[config.mk]
export PLATFORM = sky130hd
export DESIGN_NAME = load_miss_buffer
export DESIGN_NICKNAME = d
export VERILOG_FILES = /design/src/rtl/lmb_pkg.sv /design/src/rtl/lmb_dpath.sv /design/src/rtl/lmb_ctrl.sv /design/src/rtl/load_miss_buffer.sv
export SDC_FILE = /design/constraint.sdc
export NUM_CORES = 2
export LEC_CHECK = 0
export ABC_AREA = 1
export BUFFER_PORTS_ARGS = -buffer_cell sky130_fd_sc_hd__buf_2
export CELL_PAD_IN_SITES_DETAIL_PLACEMENT = 1
export CELL_PAD_IN_SITES_GLOBAL_PLACEMENT = 1
export CORE_AREA = 3 3 575 577
export CTS_CLUSTER_DIAMETER = 100
export CTS_CLUSTER_SIZE = 12
export DETAILED_ROUTE_END_ITERATION = 7
export DIE_AREA = 0 0 578 580
export GPL_TIMING_DRIVEN = 0
export HOLD_SLACK_MARGIN = 0.02
export PLACE_DENSITY_LB_ADDON = 0.15
export SYNTH_ARGS = -nofsm -noshare
export SYNTH_HDL_FRONTEND = slang
export SYNTH_SLANG_ARGS = --single-unit
[constraint.sdc]
create_clock -name clk -period 17.9 [get_ports clk]
set_input_delay 0.895 -clock clk [delete_from_list [all_inputs] [get_ports clk]]
set_output_delay 0.895 -clock clk [all_outputs]
set_load 0.01 [all_outputs]
[src/rtl/lmb_pkg.sv]
package lmb_pkg;

  // Strobes from control to datapath for one cycle.
  typedef struct packed {
    logic enqWrite;     // store address and tag of the entering load
    logic enqCopySlot;  // entering hit copies data from a resident slot
    logic enqCopyRsp;   // entering hit copies data from this cycle's response
    logic rspWrite;     // write response data into the responding slot
  } lmb_strobe_t;

endpackage

[src/rtl/lmb_dpath.sv]
module lmb_dpath
  import lmb_pkg::*;
#(
  parameter int DEPTH  = 9,
  parameter int ADDR_W = 40,
  parameter int SUB_LSB = 4,
  parameter int TAG_W  = 5,
  parameter int DATA_W = 128,
  localparam int SLOT_W = $clog2(DEPTH),
  localparam int SUB_W  = ADDR_W - SUB_LSB
) (
  input  logic              clk,
  input  lmb_strobe_t       strobe,
  input  logic [ADDR_W-1:0] enqAddr,
  input  logic [TAG_W-1:0]  enqTag,
  input  logic [SLOT_W-1:0] wrSlot,
  input  logic [SLOT_W-1:0] copySlot,
  input  logic [SLOT_W-1:0] issSlot,
  input  logic [SLOT_W-1:0] rdSlot,
  input  logic [SLOT_W-1:0] ecRspId,
  input  logic [DATA_W-1:0] ecRspData,
  input  logic [DEPTH-1:0]  fillMask,
  output logic [DEPTH-1:0]  matchVec,
  output logic [DEPTH-1:0]  rspMatchVec,
  output logic [SUB_W-1:0]  ecReqAddr,
  output logic [TAG_W-1:0]  cmpTag,
  output logic [DATA_W-1:0] cmpData
);

  logic [SUB_W-1:0]  subMem  [DEPTH];
  logic [TAG_W-1:0]  tagMem  [DEPTH];
  logic [DATA_W-1:0] dataMem [DEPTH];

  logic [SUB_W-1:0] enqSub;
  logic [SUB_W-1:0] rspSub;

  assign enqSub = enqAddr[ADDR_W-1:SUB_LSB];
  assign rspSub = subMem[ecRspId];

  for (genvar g = 0; g < DEPTH; g++) begin : g_cmp
    assign matchVec[g]    = (subMem[g] == enqSub);
    assign rspMatchVec[g] = (subMem[g] == rspSub);
  end

  for (genvar g = 0; g < DEPTH; g++) begin : g_slot
    always_ff @(posedge clk) begin
      if (strobe.enqWrite && (wrSlot == SLOT_W'(g))) begin
        subMem[g] <= enqSub;
        tagMem[g] <= enqTag;
      end
      if (strobe.enqCopySlot && (wrSlot == SLOT_W'(g))) begin
        dataMem[g] <= dataMem[copySlot];
      end else if (strobe.enqCopyRsp && (wrSlot == SLOT_W'(g))) begin
        dataMem[g] <= ecRspData;
      end else if ((strobe.rspWrite && (ecRspId == SLOT_W'(g))) || fillMask[g]) begin
        dataMem[g] <= ecRspData;
      end
    end
  end

  assign ecReqAddr = subMem[issSlot];
  assign cmpTag    = tagMem[rdSlot];
  assign cmpData   = dataMem[rdSlot];

endmodule

[src/rtl/lmb_ctrl.sv]
module lmb_ctrl
  import lmb_pkg::*;
#(
  parameter int DEPTH = 9,
  localparam int SLOT_W = $clog2(DEPTH),
  localparam int CNT_W  = $clog2(DEPTH + 1)
) (
  input  logic              clk,
  input  logic              rstN,
  input  logic              enqValid,
  input  logic [DEPTH-1:0]  matchVec,
  input  logic [DEPTH-1:0]  rspMatchVec,
  input  logic              ecRspValid,
  input  logic [SLOT_W-1:0] ecRspId,
  output logic              full,
  output logic [CNT_W-1:0]  occCount,
  output logic              ecReqValid,
  output logic [SLOT_W-1:0] issSlot,
  output logic [SLOT_W-1:0] rdSlot,
  output logic [SLOT_W-1:0] wrSlot,
  output logic [SLOT_W-1:0] copySlot,
  output logic [DEPTH-1:0]  fillMask,
  output logic              cmpValid,
  output logic              cmpHit,
  output lmb_strobe_t       strobe
);

  localparam logic [SLOT_W-1:0] LAST_SLOT = SLOT_W'(DEPTH - 1);

  function automatic logic [SLOT_W-1:0] bump(input logic [SLOT_W-1:0] p);
    return (p == LAST_SLOT) ? '0 : p + 1'b1;
  endfunction

  logic [DEPTH-1:0] validQ, hitQ, readyQ;
  logic [SLOT_W-1:0] wrPtr, rdPtr, issPtr;
  logic [CNT_W-1:0]  count, scanCnt;

  logic enqAcc, enqHit, copyAvail, rspFeedsNew, scan, pop;
  logic [DEPTH-1:0] liveMatch, dataMatch;

  assign full      = (count == CNT_W'(DEPTH));
  assign occCount  = count;
  assign enqAcc    = enqValid && !full;
  assign liveMatch = matchVec & validQ;
  assign enqHit    = |liveMatch;
  assign dataMatch = liveMatch & readyQ;
  assign copyAvail = |dataMatch;
  assign rspFeedsNew = ecRspValid && liveMatch[ecRspId];

  always_comb begin
    copySlot = '0;
    for (int i = DEPTH - 1; i >= 0; i--) begin
      if (dataMatch[i]) copySlot = SLOT_W'(i);
    end
  end

  assign fillMask = ecRspValid ? (rspMatchVec & validQ & hitQ & ~readyQ) : '0;

  assign scan       = (scanCnt != '0);
  assign ecReqValid = scan && !hitQ[issPtr];
  assign pop        = validQ[rdPtr] && readyQ[rdPtr];
  assign cmpValid   = pop;
  assign cmpHit     = hitQ[rdPtr];

  assign issSlot = issPtr;
  assign rdSlot  = rdPtr;
  assign wrSlot  = wrPtr;

  always_comb begin
    strobe.enqWrite    = enqAcc;
    strobe.enqCopySlot = enqAcc && copyAvail;
    strobe.enqCopyRsp  = enqAcc && !copyAvail && rspFeedsNew;
    strobe.rspWrite    = ecRspValid;
  end

  always_ff @(posedge clk) begin
    if (!rstN) begin
      validQ  <= '0;
      hitQ    <= '0;
      readyQ  <= '0;
      wrPtr   <= '0;
      rdPtr   <= '0;
      issPtr  <= '0;
      count   <= '0;
      scanCnt <= '0;
    end else begin
      if (ecRspValid) readyQ[ecRspId] <= 1'b1;
      readyQ <= (readyQ | fillMask) | (ecRspValid ? (DEPTH'(1) << ecRspId) : '0);
      if (pop) begin
        validQ[rdPtr] <= 1'b0;
        hitQ[rdPtr]   <= 1'b0;
        readyQ[rdPtr] <= 1'b0;
        rdPtr         <= bump(rdPtr);
      end
      if (enqAcc) begin
        validQ[wrPtr] <= 1'b1;
        hitQ[wrPtr]   <= enqHit;
        readyQ[wrPtr] <= copyAvail || rspFeedsNew;
        wrPtr         <= bump(wrPtr);
      end
      if (scan) issPtr <= bump(issPtr);
      count   <= count + CNT_W'(enqAcc) - CNT_W'(pop);
      scanCnt <= scanCnt + CNT_W'(enqAcc) - CNT_W'(scan);
    end
  end

endmodule

[src/rtl/load_miss_buffer.sv]
module load_miss_buffer
  import lmb_pkg::*;
#(
  parameter int DEPTH   = 9,
  parameter int ADDR_W  = 40,
  parameter int SUB_LSB = 4,
  parameter int TAG_W   = 5,
  parameter int DATA_W  = 128,
  localparam int SLOT_W = $clog2(DEPTH),
  localparam int CNT_W  = $clog2(DEPTH + 1),
  localparam int SUB_W  = ADDR_W - SUB_LSB
) (
  input  logic              clk,
  input  logic              rstN,
  input  logic              enqValid,
  input  logic [ADDR_W-1:0] enqAddr,
  input  logic [TAG_W-1:0]  enqTag,
  output logic              full,
  output logic              ecReqValid,
  output logic [SLOT_W-1:0] ecReqId,
  output logic [SUB_W-1:0]  ecReqAddr,
  input  logic              ecRspValid,
  input  logic [SLOT_W-1:0] ecRspId,
  input  logic [DATA_W-1:0] ecRspData,
  output logic              cmpValid,
  output logic [TAG_W-1:0]  cmpTag,
  output logic [DATA_W-1:0] cmpData,
  output logic              cmpHit
);

  lmb_strobe_t       strobe;
  logic [DEPTH-1:0]  matchVec, rspMatchVec, fillMask;
  logic [SLOT_W-1:0] issSlot, rdSlot, wrSlot, copySlot;
  logic [CNT_W-1:0]  occCount;

  lmb_ctrl #(.DEPTH(DEPTH)) u_ctrl (
    .clk(clk), .rstN(rstN), .enqValid(enqValid),
    .matchVec(matchVec), .rspMatchVec(rspMatchVec),
    .ecRspValid(ecRspValid), .ecRspId(ecRspId),
    .full(full), .occCount(occCount), .ecReqValid(ecReqValid),
    .issSlot(issSlot), .rdSlot(rdSlot), .wrSlot(wrSlot),
    .copySlot(copySlot), .fillMask(fillMask),
    .cmpValid(cmpValid), .cmpHit(cmpHit), .strobe(strobe)
  );

  lmb_dpath #(
    .DEPTH(DEPTH), .ADDR_W(ADDR_W), .SUB_LSB(SUB_LSB),
    .TAG_W(TAG_W), .DATA_W(DATA_W)
  ) u_dpath (
    .clk(clk), .strobe(strobe), .enqAddr(enqAddr), .enqTag(enqTag),
    .wrSlot(wrSlot), .copySlot(copySlot), .issSlot(issSlot),
    .rdSlot(rdSlot), .ecRspId(ecRspId), .ecRspData(ecRspData),
    .fillMask(fillMask), .matchVec(matchVec), .rspMatchVec(rspMatchVec),
    .ecReqAddr(ecReqAddr), .cmpTag(cmpTag), .cmpData(cmpData)
  );

  assign ecReqId = issSlot;

endmodule

==> flow_summary_export.csv <==
group,metric,value,unit
status,status,"finished with violations",
status,failed_checks,"capacitance limit, slew limit",
yosys,ys.flop_type,"edfxtp_1",
clock_network,root_buffer,"clkbuf_16",
sta,max_freq,118,MHz
detailed_routing,drt_iter0_drc,19700,
yosys,synth_largest_area_cell,"edfxtp_1",
hold_path,hold_path.class,"in -> reg",
pwr,swShare,37.3,%
setup_path,cp_common_cell,"nand2_1",
grt,grt_start_max_net_pins,42,
sta,fin_ws,9.41,ns
placement,dpl_worst_slack,9.20,ns
setup_path,r2r-end,"u_dpath.dataMem[8][38]",
setup_path,worstReg2RegStart,"u_dpath.subMem[1][17]",
floorplan,design.core.area,327000,um^2
final_layout,area_delta_synth_final,13.0,%
detailed_routing,first_pass_iters,8,
setup_path,critical_path_required,18.51,ns
clock_network,path_clk_slew,0.06,ns
grt,grt_usage,48.0,%
setup_path,worstPathArrival,9.10,ns
setup_path,critical_path_class,"in -> reg",
sta,fin_setup_tns,0,ns
detailed_routing,drc_errors,0,
clock_network,postCtsSetupBuffers,0,
sta,final.period_utilization,47.4,%
floorplan,die_area,335000,um^2
setup_path,crit_path_cell_trace,"buf_2 > nor2_1 > buf_2 > buf_1 > o21ai_0 > nand3_2 > inv_1 > o22ai_1 > nor2_1 > nand2_1 > nor2_1 > nand2_1 > nor2_1 > nand2_1 > nand2_1 > nand3_1 > nand2_1 > inv_2 > buf_2 > buf_2 > nand2_4 > buf_16 > buf_16",
hold_path,holdPathEnd,"u_dpath.subMem[1][20]",
floorplan,die_w,578,um
pwr,leakage,0.0502,uW
yosys,synth.distinct_cells,53,
grt,grt_pass1_vias,111000,
final_layout,drive_above_1_share,8.35,%
setup_path,cp_slowest_cell,"buf_1",
clock_network,cts_buffers,162,
detailed_routing,routed_wl,836,mm
yosys,synthTopCellsByArea,"edfxtp_1 (44%), nand2_1 (22%), nand3_1 (6.3%)",
sta,tightest_slew,1.78,ns
floorplan,start_util,31.9,%
sta,period_needed,8.49,ns
pwr,p_switching,3790,uW
yosys,synth_cells,14200,
hold_path,hp-start,"enqAddr[24]",
clock_network,clockBufferDepth,4,
sta,slew_headroom,-18.4,%
yosys,synth_nets,14400,
pwr,intPower,6370,uW
clock_network,htree_levels,4,
yosys,syn_avg_cell_area,7.31,um^2
detailed_routing,ant_nets,0,
clock_network,cts_tree,"done",
clock_network,ctsHoldBuffers,0,
yosys,synthArstFlopShare,0,%
pwr,pwr-share-clk,34.8,%
detailed_routing,num_vias,120000,
yosys,synth_top_area_share,43.9,%
detailed_routing,wl_per_cell,43.4,um
grt,antenna_found_initial,142,
setup_path,r2r_cells,21,
yosys,synth_edf_count,1521,
sta,rsz0062_at_grt,"no",
setup_path,critPathMaxFanout,34,
yosys,yosysSeqAreaShare,44.9,%
placement,gp_congestion,1.13,
grt,grt_pass1_wl,1080,mm
yosys,syn_area,104000,um^2
pwr,seqPwrFrac,41.6,%
setup_path,slowest_delay,1.32,ns
pwr,power_density,86.5,nW/um^2
final_layout,finalNetCount,14900,
floorplan,fp-row-count,210,
placement,dpl.hpwl,631,mm
yosys,yosysWarnings,0,
setup_path,crit_path_start_kind,"primary input",
sta,setup_viol,0,
pwr,pwr-share-comb,23.6,%
detailed_routing,vias_per_cell,6.25,
sta,slew_violations,220,
setup_path,r2r_slack,9.84,ns
final_layout,fill_cells,40400,
clock_network,cts.repair.resized,0,
setup_path,cp-end-kind,"register",
floorplan,dieHeight,580,um
clock_network,clk_latency,0.96,ns
job,maxCapViolCount,25,
yosys,ys_ff_latch,1576,
clock_network,cts.sinks,1576,
floorplan,ios,358,
pwr,ir_drop,0.0737,mV
hold_path,holdPathStages,1,
grt,grt_overflow,0,
sta,hold_violations,0,
sta,finalClockSkew,0.0591,ns
placement,io_buffers,225,
[kinds of logic after synthesis]
kind of cell / count (synthesis) / synth area share, %
DFF: 1576 / 44.9
buffers and inverters: 2048 / 8.26
and+or+nand+nor: 8368 / 32.7
muxes: 259 / 2.49
adders and majority gates: 22 / 0.279
AOI/OAI and AO/OA: 1818 / 10.0
xor gates and xnor gates: 153 / 1.29
[cells in the mapped netlist, types with 3 or more instances]
master / n
a211oi_1: 10
a21oi_1: 484
a21oi_2: 7
a221oi_1: 11
buf_1: 125
buf_2: 405
buf_4: 75
buf_6: 16
clkbuf_1: 424
clkinv_1: 9
dfxtp_1: 55
edfxtp_1: 1521
ha_1: 20
inv_1: 960
inv_2: 34
mux2i_1: 259
nand2_1: 6232
nand2_2: 112
nand3_1: 1317
nand3_2: 14
nand3b_1: 13
nand4_1: 123
nor2_1: 423
nor2_2: 3
nor3_1: 82
nor3b_1: 13
nor4_1: 24
o2111a_1: 3
o2111ai_1: 29
o211ai_1: 261
o21ai_0: 695
o21ai_1: 61
o21bai_1: 3
o221ai_1: 39
o22ai_1: 205
or2_2: 3
xnor2_1: 52
xor2_1: 101
[layer usage]
| layer | part of all wire (%) | vias to the layer above | GRT usage (%) |
|---|---|---|---|
| met2 | 41 | 9212 | 67.5 |
| met3 | 13 | 1988 | 17.1 |
| li1 | - | 48100 | - |
| met5 | 0.034 | - | 0 |
| met4 | 7.0 | 40 | 28.2 |
| met1 | 40 | 60800 | 62.9 |
[area by class of cell]
cell class / instances / area [um^2] / share of cell area, %
diodes: 129 / 323 / 0.275
inverters: 1003 / 3770 / 3.20
clock inverters: 27 / 425 / 0.362
multi-input cells: 10600 / 48900 / 41.6
flip-flops and latches: 1576 / 46800 / 39.8
repair buffers: 299 / 2830 / 2.41
clock buffers: 192 / 4240 / 3.61
plain buffers: 1045 / 4890 / 4.16
well taps: 4346 / 5440 / 4.62
[worst max-delay path: cells and delay by family]
kind | cells | cell delay [ns]
buffers and inverters | 9 | 3.98
AND/OR/NAND/NOR | 12 | 2.40
AO/OA/AOI/OAI | 2 | 1.58
[power by group through the flow]
stage	combinational (uW)	clock, uW	sequential [uW]
final	2400	3540	4230
after global routing	2380	3620	4230
after CTS	2230	3500	4220
after detailed placement	2220	0	4300
after global placement	2190	0	4330
after floorplan	944	0	4270
[worst max-delay path by stage]
stage	slack, ns	cells after the start	startpoint	to
final	9.41	23	ecRspId[3]	u_dpath.dataMem[8][38]
after global routing	10.04	22	enqAddr[33]	u_dpath.dataMem[8][38]
after CTS	10.16	22	enqAddr[9]	u_dpath.dataMem[8][38]
after detailed placement	9.20	22	enqAddr[9]	u_dpath.dataMem[8][39]
after global placement	0.66	6	enqValid	u_dpath.dataMem[2][111]
after floorplan	10.78	5	enqValid	u_dpath.dataMem[7][0]
[sequential cells by signal (all words and copies together) (netlist names), named ones only]
name / count
u_dpath.dataMem: 1152
u_ctrl.issSlot: 4
u_ctrl.validQ: 9
u_ctrl.hitQ: 9
u_ctrl.rdSlot: 4
u_ctrl.readyQ: 9
u_dpath.subMem: 324
u_ctrl.wrSlot: 4
u_dpath.tagMem: 45
u_ctrl.occCount: 4
u_ctrl.scanCnt: 4
[cell usage in the layout (no fill, tap or decap), drive strengths merged, types with 10 or more instances in the layout]
cell and count:
a211oi 10, a21oi 492, a221oi 11, buf 920, clkbuf 616, clkinv 21
dfxtp 55, diode 129, edfxtp 1521, ha 20, inv 1003, mux2i 259
nand2 6344, nand3 1332, nand3b 13, nand4 123, nor2 427, nor3 83
nor3b 13, nor4 24, o2111ai 29, o211ai 261, o21ai 756, o221ai 39
o22ai 205, xnor2 52, xor2 101
[metrics by stage]
step	power (uW)	instances	util [%]	hold WS [ns]	area [um^2]
after global routing	10200	19200	35.9	0.337	117000
after floorplan	5210	14200	-	0.457	104000
after detailed placement	6520	18900	34.5	0.487	113000
final	10200	19200	36.0	0.320	118000
after CTS	9950	19100	35.9	0.317	117000
after global placement	6520	18800	33.9	0.477	111000
(Power assumes the default switching activity.)
